[config.mk]
export PLATFORM = sky130hd
export DESIGN_NAME = cmd_reg_access
export DESIGN_NICKNAME = d
export VERILOG_FILES = /design/src/rtl/cab_pkg.sv /design/src/rtl/cab_fsm.sv /design/src/rtl/cab_regbank.sv /design/src/rtl/cab_readmux.sv /design/src/rtl/cmd_reg_access.sv
export SDC_FILE = /design/constraint.sdc
export NUM_CORES = 1
export LEC_CHECK = 0
export ABC_CLOCK_PERIOD_IN_PS = 2810
export BUFFER_PORTS_ARGS = -buffer_cell sky130_fd_sc_hd__buf_4
export CAP_MARGIN = 30
export CORE_MARGIN = 2
export CORE_UTILIZATION = 35
export DETAILED_ROUTE_END_ITERATION = 16
export HOLD_SLACK_MARGIN = 0.15
export MAX_ROUTING_LAYER = met4
export PLACE_DENSITY_LB_ADDON = 0.3
export SYNTH_ARGS = -nofsm -noshare
export SYNTH_HDL_FRONTEND = slang
export SYNTH_HIERARCHICAL = 1
export SYNTH_SLANG_ARGS = --single-unit
[constraint.sdc]
create_clock -name clk -period 2.81 [get_ports clk]
set_clock_uncertainty 0.15 [all_clocks]
set_input_delay 0.281 -clock clk [delete_from_list [all_inputs] [get_ports clk]]
set_output_delay 0.281 -clock clk [all_outputs]
set_load 0.02 [all_outputs]
[src/rtl/cab_pkg.sv]
package cab_pkg;

    localparam int DW = 8;
    localparam int AW = 5;
    localparam int NSLOT = 10;
    localparam int SW = $clog2(NSLOT + 1);
    localparam logic [SW-1:0] NO_SLOT = SW'(NSLOT);

    localparam logic [1:0] TY_SAME = 2'b00;
    localparam logic [1:0] TY_INCR = 2'b01;
    localparam logic [1:0] TY_RSVD = 2'b10;
    localparam logic [1:0] TY_SPEC = 2'b11;

    localparam logic [AW-1:0] SF_CLEAR = 5'b00110;

    localparam logic [AW-1:0] A_ID     = 5'h12;
    localparam logic [AW-1:0] A_STATUS = 5'h13;
    localparam logic [AW-1:0] A_C0LO   = 5'h14;
    localparam logic [AW-1:0] A_C0HI   = 5'h15;
    localparam logic [AW-1:0] A_C1LO   = 5'h16;
    localparam logic [AW-1:0] A_C1HI   = 5'h17;

    typedef enum logic [2:0] {
        S_IDLE,
        S_DECODE,
        S_WRITE,
        S_READ,
        S_CLEAR
    } cab_state_t;

    // Map a register address onto a storage slot; NO_SLOT for anything not writable.
    function automatic logic [SW-1:0] slot_of(input logic [AW-1:0] a);
        case (a)
            5'h00:   slot_of = SW'(0);
            5'h01:   slot_of = SW'(1);
            5'h03:   slot_of = SW'(2);
            5'h04:   slot_of = SW'(3);
            5'h05:   slot_of = SW'(4);
            5'h06:   slot_of = SW'(5);
            5'h07:   slot_of = SW'(6);
            5'h0C:   slot_of = SW'(7);
            5'h0D:   slot_of = SW'(8);
            5'h0F:   slot_of = SW'(9);
            default: slot_of = NO_SLOT;
        endcase
    endfunction

    // Both timing registers come up at their shortest setting.
    function automatic logic [DW-1:0] slot_reset(input int s);
        slot_reset = (s == 1 || s == 2) ? 8'hFF : 8'h00;
    endfunction

endpackage

[src/rtl/cab_fsm.sv]
module cab_fsm
    import cab_pkg::*;
(
    input  logic          clk,
    input  logic          rst_n,
    input  logic          rx_valid,
    input  logic          rx_first,
    input  logic [DW-1:0] rx_data,
    input  logic          rd_req,
    output logic          wr_fire,
    output logic          rd_fire,
    output logic          clr_fire,
    output logic [AW-1:0] cur_addr,
    output logic [DW-1:0] byte_q
);

    cab_state_t state, nxt;
    logic       auto_q;

    logic [1:0]    cmd_ty;
    logic [AW-1:0] cmd_fld;
    assign cmd_ty  = byte_q[6:5];
    assign cmd_fld = byte_q[AW-1:0];

    always_comb begin
        nxt = state;
        unique case (state)
            S_IDLE: begin
                if (rx_valid) begin
                    if (rx_first && rx_data[7]) nxt = S_DECODE;
                    else                        nxt = S_WRITE;
                end else if (rd_req) begin
                    nxt = S_READ;
                end
            end
            S_DECODE: nxt = (cmd_ty == TY_SPEC && cmd_fld == SF_CLEAR) ? S_CLEAR : S_IDLE;
            S_WRITE:  nxt = S_IDLE;
            S_READ:   nxt = S_IDLE;
            S_CLEAR:  nxt = S_IDLE;
            default:  nxt = S_IDLE;
        endcase
    end

    always_ff @(posedge clk or negedge rst_n) begin
        if (!rst_n) state <= S_IDLE;
        else        state <= nxt;
    end

    always_ff @(posedge clk or negedge rst_n) begin
        if (!rst_n)                        byte_q <= '0;
        else if (state == S_IDLE && rx_valid) byte_q <= rx_data;
    end

    // Held address and mode: loaded by same/incr commands, stepped after data bytes.
    always_ff @(posedge clk or negedge rst_n) begin
        if (!rst_n) begin
            cur_addr <= '0;
            auto_q   <= 1'b0;
        end else if (state == S_DECODE && (cmd_ty == TY_SAME || cmd_ty == TY_INCR)) begin
            cur_addr <= cmd_fld;
            auto_q   <= (cmd_ty == TY_INCR);
        end else if ((state == S_WRITE || state == S_READ) && auto_q) begin
            cur_addr <= cur_addr + AW'(1);
        end
    end

    always_comb begin
        wr_fire  = 1'b0;
        rd_fire  = 1'b0;
        clr_fire = 1'b0;
        unique case (state)
            S_WRITE: wr_fire  = 1'b1;
            S_READ:  rd_fire  = 1'b1;
            S_CLEAR: clr_fire = 1'b1;
            default: ;
        endcase
    end

endmodule

[src/rtl/cab_regbank.sv]
module cab_regbank
    import cab_pkg::*;
(
    input  logic                    clk,
    input  logic                    rst_n,
    input  logic                    wr_fire,
    input  logic [AW-1:0]           addr,
    input  logic [DW-1:0]           wdata,
    output logic                    wr_ok,
    output logic [NSLOT-1:0][DW-1:0] regs
);

    logic [SW-1:0] slot;
    assign slot  = slot_of(addr);
    assign wr_ok = wr_fire && (slot != NO_SLOT);

    for (genvar s = 0; s < NSLOT; s++) begin : g_slot
        always_ff @(posedge clk or negedge rst_n) begin
            if (!rst_n)                          regs[s] <= slot_reset(s);
            else if (wr_ok && slot == SW'(s))    regs[s] <= wdata;
        end
    end

endmodule

[src/rtl/cab_readmux.sv]
module cab_readmux
    import cab_pkg::*;
#(
    parameter logic [DW-1:0] ID_VALUE = 8'h3C
) (
    input  logic                     clk,
    input  logic                     rst_n,
    input  logic                     rd_fire,
    input  logic [AW-1:0]            addr,
    input  logic [NSLOT-1:0][DW-1:0] regs,
    input  logic [DW-1:0]            status_in,
    input  logic [1:0][2*DW-1:0]     chan,
    output logic                     rd_valid,
    output logic [DW-1:0]            rd_data
);

    logic [1:0][DW-1:0] shadow;
    logic [1:0][AW-1:0] lo_addr;
    assign lo_addr[0] = A_C0LO;
    assign lo_addr[1] = A_C1LO;

    for (genvar c = 0; c < 2; c++) begin : g_shadow
        always_ff @(posedge clk or negedge rst_n) begin
            if (!rst_n)                           shadow[c] <= '0;
            else if (rd_fire && addr == lo_addr[c]) shadow[c] <= chan[c][2*DW-1:DW];
        end
    end

    logic [SW-1:0] slot;
    logic [DW-1:0] sel;
    assign slot = slot_of(addr);

    always_comb begin
        if (slot != NO_SLOT) begin
            sel = regs[slot];
        end else begin
            case (addr)
                A_ID:     sel = ID_VALUE;
                A_STATUS: sel = status_in;
                A_C0LO:   sel = chan[0][DW-1:0];
                A_C0HI:   sel = shadow[0];
                A_C1LO:   sel = chan[1][DW-1:0];
                A_C1HI:   sel = shadow[1];
                default:  sel = '0;
            endcase
        end
    end

    assign rd_valid = rd_fire;
    assign rd_data  = rd_fire ? sel : '0;

endmodule

[src/rtl/cmd_reg_access.sv]
module cmd_reg_access
    import cab_pkg::*;
#(
    parameter logic [7:0] ID_VALUE = 8'h3C
) (
    input  logic        clk,
    input  logic        rst_n,
    input  logic        rx_valid,
    input  logic        rx_first,
    input  logic [7:0]  rx_data,
    input  logic        rd_req,
    input  logic [15:0] ch0_data,
    input  logic [15:0] ch1_data,
    input  logic [7:0]  status_in,
    output logic        rd_valid,
    output logic [7:0]  rd_data,
    output logic        wr_stb,
    output logic [4:0]  wr_addr,
    output logic [7:0]  wr_data,
    output logic        int_clr,
    output logic [7:0]  en_o,
    output logic [7:0]  atime_o,
    output logic [7:0]  wtime_o,
    output logic [15:0] thr_low_o,
    output logic [15:0] thr_high_o,
    output logic [7:0]  pers_o,
    output logic [7:0]  cfg_o,
    output logic [7:0]  ctl_o
);

    logic                     wr_fire, rd_fire, clr_fire;
    logic [AW-1:0]            cur_addr;
    logic [DW-1:0]            byte_q;
    logic [NSLOT-1:0][DW-1:0] regs;
    logic [1:0][2*DW-1:0]     chan;

    assign chan[0] = ch0_data;
    assign chan[1] = ch1_data;

    cab_fsm u_fsm (
        .clk      (clk),
        .rst_n    (rst_n),
        .rx_valid (rx_valid),
        .rx_first (rx_first),
        .rx_data  (rx_data),
        .rd_req   (rd_req),
        .wr_fire  (wr_fire),
        .rd_fire  (rd_fire),
        .clr_fire (clr_fire),
        .cur_addr (cur_addr),
        .byte_q   (byte_q)
    );

    cab_regbank u_bank (
        .clk     (clk),
        .rst_n   (rst_n),
        .wr_fire (wr_fire),
        .addr    (cur_addr),
        .wdata   (byte_q),
        .wr_ok   (wr_stb),
        .regs    (regs)
    );

    cab_readmux #(.ID_VALUE(ID_VALUE)) u_rd (
        .clk       (clk),
        .rst_n     (rst_n),
        .rd_fire   (rd_fire),
        .addr      (cur_addr),
        .regs      (regs),
        .status_in (status_in),
        .chan      (chan),
        .rd_valid  (rd_valid),
        .rd_data   (rd_data)
    );

    assign wr_addr    = cur_addr;
    assign wr_data    = byte_q;
    assign int_clr    = clr_fire;
    assign en_o       = regs[0];
    assign atime_o    = regs[1];
    assign wtime_o    = regs[2];
    assign thr_low_o  = {regs[4], regs[3]};
    assign thr_high_o = {regs[6], regs[5]};
    assign pers_o     = regs[7];
    assign cfg_o      = regs[8];
    assign ctl_o      = regs[9];

endmodule

; Word-level counts from Yosys, hierarchy flattened
; Memories as Yosys holds them, arrays and structs flattened.
; Index checks and enable logic that the tools add are counted.
[classes]
order_cmp = 1
reduce_logical = 24
mux = 17
n_eq_ne = 25
add_sub_neg = 1
[op_table]
columns = operator, count
row1 = 8-bit one-hot mux with 6 select lines, 1
row2 = 8-bit binary-select mux with 4-bit select, 1
row3 = "5-bit == test, second input constant", 6
row4 = 8-bit 2-to-1 mux, 3
row5 = 1-bit logical AND, 18
row6 = "4-bit by 3-bit == test with 1-bit output, second input constant", 4
row7 = 5-bit 2-to-1 mux, 2
row8 = 3-bit 2-to-1 mux, 3
row9 = "4-bit by 2-bit == test with 1-bit output, second input constant", 2
row10 = "4-bit == test, second input constant", 2
row11 = 4-bit 2-to-1 mux, 2
row12 = "4-bit inequality test, second input constant", 2
row13 = "3-bit by 2-bit == test with 1-bit output, second input constant", 2
row14 = 3-bit one-hot mux with 2 select lines, 1
row15 = "5-bit by 1-bit adder with 5-bit output, second input constant", 1
row16 = "5-bit by 3-bit == test with 1-bit output, second input constant", 1
row17 = "4-bit by 5-bit less-than comparator with 1-bit output, second input constant", 1
row18 = "4-bit by 1-bit == test with 1-bit output, second input constant", 1
row19 = 4-bit logical NOT, 1
row20 = "3-bit by 1-bit == test with 1-bit output, second input constant", 1
row21 = "3-bit == test, second input constant", 1
row22 = 3-bit logical NOT, 1
row23 = 1-bit 2-to-1 mux, 3
row24 = "3-bit inequality test, second input constant", 1
row25 = 6 further kinds, 7
[totals]
wordCells = 86
memories = 2
ff_bits = 113
out_inout_bits = 104
in_bits = 53
romBits = 128
[memory_table]
columns = name, words, width, rd, rd_ports_with_merged_regs, wr, line_no
row1 = (name not given), 16, 4, 1, 0, 0, cab_pkg.sv:33  ; case (a)
row2 = (name not given), 16, 4, 1, 0, 0, cab_pkg.sv:33

; Logic depth before layout (Yosys ltp)
; Gate-level depths: netlist of run 1.
; An unclocked memory read counts as a cell.
[depth]
depth_word = 6
ltp_mapped = 9
depth_no_buf = 7

; By module
; Netlist of run 1, hierarchy kept.
[by_module_without_submodules]
columns = module, seq_area_each_um2, area_per_inst_um2, n_inst, cells_each
row1 = cab_regbank, 2021.9, 3410.8, 1, 210
row2 = cab_readmux, 400.4, 1956.9, 1, 206
row3 = cab_fsm, 425.4, 832.0, 1, 68

; Worst setup path after synthesis of run 1
; Ideal clock, no wire load.
[synth_timing]
path_kind = flip-flop to output port
start = reg u_fsm.cur_addr[0]
end = out rd_data[5]
arrival_ns = 2.549
stages_incl_launch_ff = 10
n_path_buf = 2
path_slack_ns = -0.170
t_required_ns = 2.379
cell_sequence = dfrtp_1 -> inv_1 -> ha_1 -> and3b_1 -> a32o_1 -> buf_6 -> buf_6 -> mux2i_1 -> o221a_1 -> a211oi_2
[synth_between]
elab_chain_cells = 6
word_cells_on_any_way = 14
classes_between = 7 x eq/ne / 6 x mux / 1 x memory
[synth_lines]
columns = element, line_no
row1 = from (decl), cab_fsm.sv:13  ; output logic [AW-1:0] cur_addr,
row2 = from (signal assigned), cab_fsm.sv:60  ; cur_addr <= cmd_fld;
row3 = from (signal assigned), cab_fsm.sv:63  ; cur_addr <= cur_addr + AW'(1);
row4 = memory 16 x 4 bit, --
row5 = 4-bit 2-to-1 mux, cab_pkg.sv:33
row6 = 8-bit binary-select mux with 4-bit select, cab_readmux.sv:35  ; sel = regs[slot];
row7 = 8-bit 2-to-1 mux (implied by the code), cab_readmux.sv:35
row8 = 8-bit 2-to-1 mux *, cab_readmux.sv:34  ; if (slot != NO_SLOT) begin
row9 = 8-bit 2-to-1 mux *, cab_readmux.sv:50  ; assign rd_data = rd_fire ? sel : '0;
row10 = to (decl), cmd_reg_access.sv:16  ; output logic [7:0] rd_data,
; Mark *: on every way between the ends. The rest lies on a longest branch, timed or not. The select of a mux whose other input is x is not followed.

; Worst setup path after layout of run 1
[layout_timing]
start = reg u_fsm.cur_addr[0]
end = out rd_data[2]
; The elaborated chain is that of the path after synthesis.

==> results of run 1 <==
area by class of cell:
cell class                 count  area (um^2)  share of cell area
multi-input combinational    330         3250               0.362
sequential                   113         2850               0.318
clock buffer                  19          443              0.0494
timing repair buffer         227         1930               0.215
tap                          225          282              0.0314
clock inverter                13          184              0.0205
inverter                       9         36.3             0.00404
worst max path at each step:
stage / from / to / slack [ps] / cells past startpoint
after floorplan: u_fsm/cur_addr[0]$_DFFE_PN0P_ / rd_data[6] / 4 / 9
after global placement: u_fsm/cur_addr[1]$_DFFE_PN0P_ / rd_data[5] / 40 / 9
after detailed placement: u_fsm/cur_addr[1]$_DFFE_PN0P_ / rd_data[2] / -2 / 9
after CTS: u_fsm/cur_addr[0]$_DFFE_PN0P_ / rd_data[5] / -350 / 10
after global routing: u_fsm/cur_addr[0]$_DFFE_PN0P_ / rd_data[2] / -440 / 10
final: u_fsm/cur_addr[0]$_DFFE_PN0P_ / rd_data[2] / -370 / 10
metrics by stage:
stage | utilization | TNS [ps]
2_1_floorplan | - | 0
3_3_place_gp | 0.447 | 0
3_5_place_dp | 0.447 | -1.68
4_1_cts | 0.513 | -2640
5_1_grt | 0.519 | -3290
6_report | 0.519 | -2610
power by group through the flow:
stage          Combinational, W  Sequential [W]  Clock [W]
2_1_floorplan           0.00258         0.00347          0
3_3_place_gp            0.00480         0.00316          0
3_5_place_dp            0.00489         0.00318          0
4_1_cts                 0.00539         0.00316    0.00232
5_1_grt                 0.00587         0.00325    0.00241
6_report                0.00554         0.00317    0.00230
cells in the final DEF (no fill, tap or decap), types with 7 or more instances in the layout:
cell           synthesis  final
buf_4                  4    183
dfrtp_1               97     93
mux2_2                89     87
mux2i_1               32     31
dlygate4sd3_1          0     29
nand2_1               23     23
clkbuf_16              0     18
dfstp_2               16     16
mux2_4                12     14
nor2_1                11     10
o221a_1                9      9
a22oi_1                9      9
a211oi_2               9      8
or2b_1                 8      8
a22o_1                 8      8
o21ai_1                8      7
cells by family after synthesis:
kind of cell	synth area share
flops	0.459
compound gates	0.124
fa+ha+maj	0.0161
mux	0.251
xor+xnor	0.00141
buf+inv	0.0381
simple gates	0.110
state kept, by name, indices dropped and copies added (netlist names):
register,count
u_bank/regs,80
u_fsm/auto_q,1
u_fsm/byte_q,8
u_fsm/cur_addr,5
u_fsm/state,3
u_rd/shadow,16
routing by layer:
layer	vias up	GRT usage
met2	180	0.362
met1	2565	0.278
met4	0	0.0624
li1	2269	-
met5	-	-
met3	23	0.0422
timing repair:
action	4_1_cts	5_1_grt
resized for setup	21	17
pin swaps	20	20
hold buffers	29	0
setup endpoints to repair	8	25
hold endpoints to repair	71	0
setup buffers	8	2
cloned	2	1
==> qor.txt, run 1 <==
Outcome -> finished, violations left
Failing checks -> negative setup slack
Synth area leaders -> dfrtp_1 (39%), mux2_2 (16%), dfstp_2 (6.8%), mux2i_1 (5.2%), mux2_4 (2.9%)
Minimum clock period after layout -> 3180 ps
FF-to-FF End -> u_bank/regs[11]$_DFFE_PN1P_
Top FF cell, synth -> dfrtp_1
Die outline area -> 18800 um^2
Worst vdd rail ir drop -> 0.563 mV
Placed wire-length estimate -> 14200 um
Worst-case register-to-register setup slack -> 150 ps
Post-Place Setup Slack -> -1.68 ps
Initial cell density of the core -> 0.358
Post-synth cell types -> 75
Initial antenna violation count -> 0
Data required time of the critical path -> 2380 ps
Reg-to-reg startpoint -> u_fsm/cur_addr[1]$_DFFE_PN0P_
Number of synthesized flops with an enable pin -> 0
Syn. warnings -> 6
Number of maximum-capacitance constraint violations -> 0
Final Instance Count excl. Fillers -> 936
Clk root buf -> clkbuf_16
Critical Path Start Type -> register
Number of nets with antenna violations after detailed routing -> 0
Maximum fanout along the worst path -> 8
Clock share of power -> 0.209
Syn_nets -> 545
Met3 layer wire length in the routed design -> 1080 um
CP Buf/Inv Count -> 4
Cell leakage power -> 4.06 nW
Number of nets in the layout -> 759
Die Y -> 137 um
Met1 routed wirelength after detailed routing -> 8650 um
DR iter-0 viols -> 383
Peak per-stage delay on the critical path -> 390 ps
Class of the worst hold path -> primary input to async pin
Max-slew violation total from the final report -> 0
R2R cell count -> 9
Most frequent cells after synthesis -> dfrtp_1 (97), mux2_2 (89), mux2i_1 (32)
Synthesized cell area -> 6200 um^2
Placed cell areas -> 7730 um^2
Worst-skew pair later-pin latency -> 420 ps
Drt pass-1 iters -> 5
Pint -> 0.00654 W
Crit path cell chain -> inv_2 -> ha_4 -> and3b_1 -> a32o_2 -> buf_12 -> buf_16 -> a21oi_4 -> a32oi_1 -> a211oi_2 -> buf_4
Share of synthesized flip-flops with an asynchronous set or reset -> 1.00
Switching part of the total -> 0.406
Core area -> 17300 um^2
Cell accounting for the most synthesized area -> dfrtp_1
CTS sink cnt -> 113
ANT cells -> 0
Routed wire length per instance -> 21.3 um
Layout cells sized above 1 -> 0.577
Via density per instance -> 5.38
Die X-Extent -> 137 um
Fillcell total -> 1484
Crit path DAT -> 2750 ps
Number of cell rows -> 48
Total routed wirelength -> 19900 um
Final count of negative-setup-slack endpoints -> 8
PwrDens -> 1230 nW/um^2
Headroom to the max-slew limit -> 0.483
Number of vias in the routed layout -> 5037
All-layer global routing usage -> 0.220
Sequential share of the synthesized area -> 0.459
Number of placed I/O pins -> 157
Unrepaired setup endpoints after global routing -> yes
Tightest hold margin -> 272 ps
Clock buffer count from CTS -> 17
Share of the clock period used by the worst path after layout -> 1.13
Library cell with the highest instance count after synthesis -> dfrtp_1
Setup slack after layout -> -372 ps
Fin area -> 8970 um^2
Number of endpoints with negative hold slack in the final report -> 0
Sequential share of power -> 0.288
Relative area change from synthesis to final layout -> 44.8%
Kind of cell with the highest combined delay on the critical path -> compound AO/OA/AOI/OAI gates
Highest metal used -> met4
PortBufs -> 156
Critical-path cell with the highest stage delay -> dfrtp_2
Switching power -> 0.00447 W
Clock buffer depth -> 2
Portion of synthesized cell area occupied by the leading cell type -> 0.392
Peak Freq -> 314 MHz
Number of flip-flops and latches in the synthesized netlist -> 113
Sort of element at the end of the critical path -> primary output
Length of routed met2 wiring -> 9850 um
Placer Congestion -> 0.912
Syn Area/Cell -> 12.8 um^2
Maximum number of pins on one net before global-route repair -> 55
Clock transition at path regs -> 50 ps
Via count of the first global-routing pass -> 5093
Post-layout total power -> 0.0110 W
Actual transition at the worst max-transition pin -> 772 ps
CTS tree -> built
First-pass GRT wire length -> 29600 um
Type of the worst setup path -> register to primary output
DRC errors left -> 0
Count of placed standard cells including taps -> 863
Fraction of power consumed by combinational cells -> 0.503
Maximum level of the CTS H-tree -> 4
Total gr overflow -> 0
Number of cells produced by synthesis -> 484
(Power assumes the default switching activity.)
==> inputs of run 2 (changes only) <==
--- a/config.mk
+++ b/config.mk
@@ -9,7 +9,7 @@
 export BUFFER_PORTS_ARGS = -buffer_cell sky130_fd_sc_hd__buf_4
 export CAP_MARGIN = 30
 export CORE_MARGIN = 2
-export CORE_UTILIZATION = 35
+export CORE_UTILIZATION = 45
 export DETAILED_ROUTE_END_ITERATION = 16
 export HOLD_SLACK_MARGIN = 0.15
 export MAX_ROUTING_LAYER = met4
==> run 2 against run 1 <==
The run still ends with negative setup slack left; core utilization up 14 points; final cell count down 6.0%; sequential share of layout area rose by 0.76 points; total power fell by 3.8%; clock-buffer cell count rose by 2; register-to-register slack worse by 30 ps; fmax grew 0.59%; worst setup slack improved by 19 ps; largest power group unchanged.
==> qor.txt, run 2 (synthesis gave the netlist of run 1 again) <==
Multi-input combinational cell area -> 3240 um^2
Clock buffer depth -> 2
CP Buf/Inv Count -> 4
CP endpoint -> rd_data[3]
Via density per instance -> 5.67
First-pass GRT wire length -> 28400 um
Most used routing layer -> met2
Layout cells sized above 1 -> 0.572
Largest registers -> u_bank/regs: 80 flops, u_rd/shadow: 16 flops, u_fsm/byte_q: 8 flops
Final count of negative-setup-slack endpoints -> 8
Kind of cell with the highest combined delay on the critical path -> compound AO/OA/AOI/OAI gates
Number of maximum-capacitance constraint violations -> 0
Routed wire length per instance -> 21.0 um
GR Util met2 -> 0.411
Minimum clock period after layout -> 3160 ps
Number of flip-flops in the largest register -> 80
Clk root buf -> clkbuf_16
Via count of the first global-routing pass -> 5261
Most frequent cells in the layout -> buf_4 (179), dfrtp_1 (94), mux2_2 (89), mux2i_1 (30), dlygate4sd3_1 (29)
Worst-case register-to-register setup slack -> 120 ps
Share of the clock period used by the worst path after layout -> 1.13
Die X-Extent -> 121 um
Clock buffer count from CTS -> 17
R2R cell count -> 11
Placer Congestion -> 0.946
Total routed wirelength -> 18500 um
Drt pass-1 iters -> 5
Peak Freq -> 316 MHz
Worst vdd rail ir drop -> 0.589 mV
Initial cell density of the core -> 0.464
Number of nets in the layout -> 752
DRC errors left -> 0
Number of vias in the routed layout -> 4990
Number of placed I/O pins -> 157
Crit path cell chain -> inv_2 -> ha_4 -> and3b_1 -> a32o_2 -> buf_12 -> buf_16 -> mux2i_1 -> o221a_1 -> a211oi_2 -> buf_4
Crit path DAT -> 2730 ps
Die Y -> 121 um
Peak per-stage delay on the critical path -> 430 ps
Class of the worst hold path -> primary input to async pin
Placed wire-length estimate -> 12700 um
Actual transition at the worst max-transition pin -> 724 ps
Total gr overflow -> 0
Register area -> 2850 um^2
DR iter-0 viols -> 321
Number of cell rows -> 42
Worst-skew pair later-pin latency -> 420 ps
Reg-to-reg startpoint -> u_fsm/cur_addr[1]$_DFFE_PN0P_
FF-to-FF End -> u_bank/regs[68]$_DFFE_PN0P_
CTS tree -> built
Clock transition at path regs -> 50 ps
Setup slack after layout -> -353 ps
PwrDens -> 1210 nW/um^2
Met1 track demand over resource -> 0.329
GR Layer Usage met3 -> 0.0573
Commonest non-fill, non-tap cell in the layout -> buf_4
All-layer global routing usage -> 0.266
Sort of element at the end of the critical path -> primary output
Headroom to the max-slew limit -> 0.517
Worst setup path start -> u_fsm/cur_addr[0]$_DFFE_PN0P_
Critical-path cell with the highest stage delay -> dfrtp_2
Maximum fanout along the worst path -> 6
Number of endpoints with negative hold slack in the final report -> 0
Number of nets with antenna violations after detailed routing -> 0
Cell leakage power -> 4.01 nW
Max-slew violation total from the final report -> 0
WP depth -> 10
Maximum level of the CTS H-tree -> 4
Die outline area -> 14700 um^2
Core area -> 13300 um^2
TNS Setup -> -2560 ps
Util after Layout -> 0.656
Failing checks -> negative setup slack
Data required time of the critical path -> 2380 ps
Register name with the most flops -> u_bank/regs
Unrepaired setup endpoints after global routing -> yes
Post-layout total power -> 0.0106 W
Type of the worst setup path -> register to primary output
ANT cells -> 0
Placed cell areas -> 7600 um^2
Outcome -> finished, violations left
PortBufs -> 156
Fin area -> 8760 um^2
Maximum number of pins on one net before global-route repair -> 61
CTS sink cnt -> 113
Initial antenna violation count -> 0
Critical Path Start Type -> register
Relative area change from synthesis to final layout -> 41.3%
Fillcell total -> 1012
[run 2: changes by cell type in the layout (fill, tap and decap cells not counted), moves of 3 or more]
cell        change
clkinv_2        +5
bufinv_16       -3
clkinvlp_4      -3
buf_4           -4
[run 2: stage by stage]
stage / hold slack [ps] / std cells / setup slack (ps)
detailed placement: -3.42 / 806 / -124
global placement: -0.712 / 806 / 19.5
finish: 297 / 880 / -353
global route: 321 / 880 / -400
CTS: 300 / 880 / -359
floorplan: -165 / 484 / 3.93
[run 2: area by class of cell]
type                    instances  area share
clock buffers                  21      0.0537
clock inverters                11      0.0100
inverters                       9     0.00386
multi-input cells             330       0.369
flip-flops and latches        113       0.325
well taps                     176      0.0251
repair buffers                220       0.213
[run 2: worst min path at each step]
| stage | start | end | slack [ps] | cells after the start |
|---|---|---|---|---|
| 2_1_floorplan | rst_n | u_bank/regs[0]$_DFFE_PN0P_ | -160 | 0 |
| 4_1_cts | rst_n | u_bank/regs[34]$_DFFE_PN0P_ | 300 | 3 |
| 5_1_grt | rst_n | u_bank/regs[34]$_DFFE_PN0P_ | 320 | 3 |
| 3_5_place_dp | rst_n | u_bank/regs[33]$_DFFE_PN0P_ | -3 | 1 |
| 3_3_place_gp | rst_n | u_bank/regs[39]$_DFFE_PN0P_ | -0.7 | 1 |
| 6_report | rst_n | u_bank/regs[34]$_DFFE_PN0P_ | 300 | 3 |
[run 2: worst register-to-register path, cell delays in order, from the launching register on]
cell and delay, ps:
dfrtp_2 370, buf_6 110, buf_12 120, inv_2 60
ha_4 270, nor2b_4 40, and2_4 170, o21ba_4 190
buf_4 130, buf_4 160, nor3_4 410, mux2_2 390
[run 2: power by group]
part | leakage [nW] | switching (W) | internal (W)
clock | 0.286 | 0.000743 | 0.00127
combinational | 2.33 | 0.00278 | 0.00266
sequential | 1.40 | 0.000825 | 0.00231
[run 2: routing by layer]
metal / share of wire / up-vias
li1: - / 2258
met1: 0.42 / 2484
met2: 0.48 / 194
met3: 0.054 / 54
met4: 0.043 / 0
met5: 0 / -
[run 2: what timing repair did]
action | CTS | global route
hold buffers | 29 | 0
resized for setup | 23 | 11
endpoints found under the setup margin | 25 | 51
cloned | 3 | 0
setup buffers | 10 | 0
endpoints found under the hold margin | 138 | 0
pin swaps | 16 | 19
==> inputs of run 3 (changes only) <==
--- a/config.mk
+++ b/config.mk
@@ -5,7 +5,7 @@
 export SDC_FILE = /design/constraint.sdc
 export NUM_CORES = 1
 export LEC_CHECK = 0
-export ABC_CLOCK_PERIOD_IN_PS = 2810
+export ABC_CLOCK_PERIOD_IN_PS = 4000
 export BUFFER_PORTS_ARGS = -buffer_cell sky130_fd_sc_hd__buf_4
 export CAP_MARGIN = 30
 export CORE_MARGIN = 2
==> constraint.sdc (replaced) <==
create_clock -name clk -period 4 [get_ports clk]
set_clock_uncertainty 0.15 [all_clocks]
set_input_delay 0.4 -clock clk [delete_from_list [all_inputs] [get_ports clk]]
set_output_delay 0.4 -clock clk [all_outputs]
set_load 0.02 [all_outputs]
==> run 3 against run 2 <==
The run now ends clean; sequential power is 28% lower; clock-buffer cell count rose by 7; largest power group unchanged; sequential cell count unchanged; critical path depth is 1 lower; largest cell class unchanged; critical path type unchanged; clock power fell by 28%; via count fell by 3.4%; core utilization decreased by 3.4 points; final cell count fell by 3.5%; total power is 34% lower; combinational power fell by 41%.
==> qor.txt, run 3 (synthesis gave the netlist of run 1 again) <==
Outcome -> finished, final reports clean
Clock buffer count from CTS -> 17
Number of nets with antenna violations after detailed routing -> 0
Switching part of the total -> 0.411
Via count of the first global-routing pass -> 4922
Clock buffer depth -> 2
Switching power -> 0.00285 W
Number of endpoints with negative hold slack in the final report -> 0
Critical-path cell with the highest stage delay -> dfrtp_1
Minimum clock period after layout -> 3790 ps
Number of placed I/O pins -> 157
CTS tree -> built
Core area -> 13300 um^2
Share of the clock period used by the worst path after layout -> 0.946
Actual transition at the worst max-transition pin -> 836 ps
Initial cell density of the core -> 0.464
ANT cells -> 0
Placer Congestion -> 0.941
Routed wire length per instance -> 21.0 um
CTS sink cnt -> 113
Die Y -> 121 um
Commonest non-fill, non-tap cell in the layout -> buf_4
Class of the worst hold path -> register to register
Most common cell on crit path -> buf_4
Final count of negative-setup-slack endpoints -> 0
Clk root buf -> clkbuf_16
Number of flip-flops in the largest register -> 80
Util after Layout -> 0.623
Sequential share of power -> 0.326
Most frequent cells in the layout -> buf_4 (160), dfrtp_1 (97), mux2_2 (89), mux2i_1 (32), dlygate4sd3_1 (28)
Number of cell rows -> 42
Headroom to the max-slew limit -> 0.442
Fin area -> 8310 um^2
All-layer global routing usage -> 0.255
TNS Setup -> 0 ps
Register name with the most flops -> u_bank/regs
Kind of cell with the highest combined delay on the critical path -> buffers and inverters
Peak per-stage delay on the critical path -> 580 ps
Placed cell areas -> 7440 um^2
Maximum number of pins on one net before global-route repair -> 114
Maximum level of the CTS H-tree -> 4
Largest registers -> u_bank/regs: 80 flops, u_rd/shadow: 16 flops, u_fsm/byte_q: 8 flops
Die outline area -> 14700 um^2
Number of nets in the layout -> 721
Layout cells sized above 1 -> 0.514
Number of vias in the routed layout -> 4819
Crit path cell chain -> inv_1 -> ha_1 -> and3b_1 -> a32o_1 -> buf_4 -> and2_1 -> a32oi_1 -> a211oi_2 -> buf_4
Worst vdd rail ir drop -> 0.377 mV
PortBufs -> 156
DR iter-0 viols -> 394
Max-slew violation total from the final report -> 0
Unrepaired setup endpoints after global routing -> no
CP Buf/Inv Count -> 3
Critical Path Start Type -> register
Clock share of power -> 0.209
Post-layout total power -> 0.00695 W
Fraction of power consumed by combinational cells -> 0.465
Data required time of the critical path -> 3450 ps
Total gr overflow -> 0
Total routed wirelength -> 17900 um
Placed wire-length estimate -> 12400 um
Clock transition at path regs -> 50 ps
Die X-Extent -> 121 um
Crit path DAT -> 3240 ps
Worst-skew pair later-pin latency -> 420 ps
Initial antenna violation count -> 0
Buffers inserted by post-CTS timing repair -> 0
First-pass GRT wire length -> 27400 um
Type of the worst setup path -> register to primary output
Maximum fanout along the worst path -> 27
Relative area change from synthesis to final layout -> 34.1%
Sort of element at the end of the critical path -> primary output
DRC errors left -> 0
PwrDens -> 836 nW/um^2
Cell leakage power -> 3.82 nW
Drt pass-1 iters -> 7
Peak Freq -> 264 MHz
Pint -> 0.00409 W
Number of maximum-capacitance constraint violations -> 0
Via density per instance -> 5.68
run 3: cell count changes in the layout (fill, tap and decap cells not counted), moves of 4 or more:
cell,delta
buf_12,-4
buf_4,-19
buf_6,-4
clkbuf_8,+4
clkinv_2,-5
inv_1,+4
inv_2,-4
run 3: repair_timing:
action                                 4_1_cts  5_1_grt
setup endpoints to repair                    0        7
endpoints found under the hold margin      123        0
gates resized for setup                      0        2
hold buffers                                28        0
run 3: worst register-to-register path, delay by kind of cell, from the launching register on:
kind	cells	cell delay (ps)
muxes	1	380
DFF	1	340
and+or+nand+nor	2	540
adders and majority gates	1	240
buffers and inverters	2	280
AOI/OAI and AO/OA	2	1010
run 3: power groups by stage:
stage | logic, W | registers, W | clock network, W
floorplan | 0.00180 | 0.00243 | 0
global placement | 0.00308 | 0.00225 | 0
detailed placement | 0.00317 | 0.00226 | 0
CTS | 0.00321 | 0.00225 | 0.00147
global route | 0.00343 | 0.00233 | 0.00153
finish | 0.00323 | 0.00227 | 0.00145
run 3: layout make-up:
type                    count  area (um^2)
clock buffers              28          537
clock inverters             4         45.0
fillers                  1047         5040
inverters                   9         33.8
multi-input cells         330         3130
flip-flops and latches    113         2850
well taps                 176          220
repair buffers            189         1500
run 3: final timing paths:
| path | from | end | slack, ps | cells after the start |
|---|---|---|---|---|
| worst max-delay path | u_fsm/cur_addr[1]$_DFFE_PN0P_ | rd_data[7] | 210 | 9 |
| worst min-delay path | u_rd/shadow[10]$_DFFE_PN0P_ | u_rd/shadow[10]$_DFFE_PN0P_ | 360 | 1 |
| worst max register to register | u_fsm/cur_addr[0]$_DFFE_PN0P_ | u_bank/regs[3]$_DFFE_PN0P_ | 950 | 8 |
| worst min register to register | u_rd/shadow[10]$_DFFE_PN0P_ | u_rd/shadow[10]$_DFFE_PN0P_ | 360 | 1 |
| max in group asynchronous | rst_n | u_bank/regs[77]$_DFFE_PN0P_ | 2770 | 3 |
| min in group asynchronous | rst_n | u_bank/regs[39]$_DFFE_PN0P_ | 450 | 3 |
run 3: routing by layer:
metal  GRT usage  vias up  wire length, um
li1            -     2181                -
met1       0.328     2439             7730
met2       0.408      178             8850
met3      0.0550       21             1010
met4      0.0747        0              258
met5           -        -                0
run 3: through the flow:
step	setup slack [ps]	instances	hold WS [ps]
2_1_floorplan	901	484	-45.6
6_report	215	849	360
3_3_place_gp	701	789	326
5_1_grt	42.2	849	384
4_1_cts	149	849	361
3_5_place_dp	591	789	349
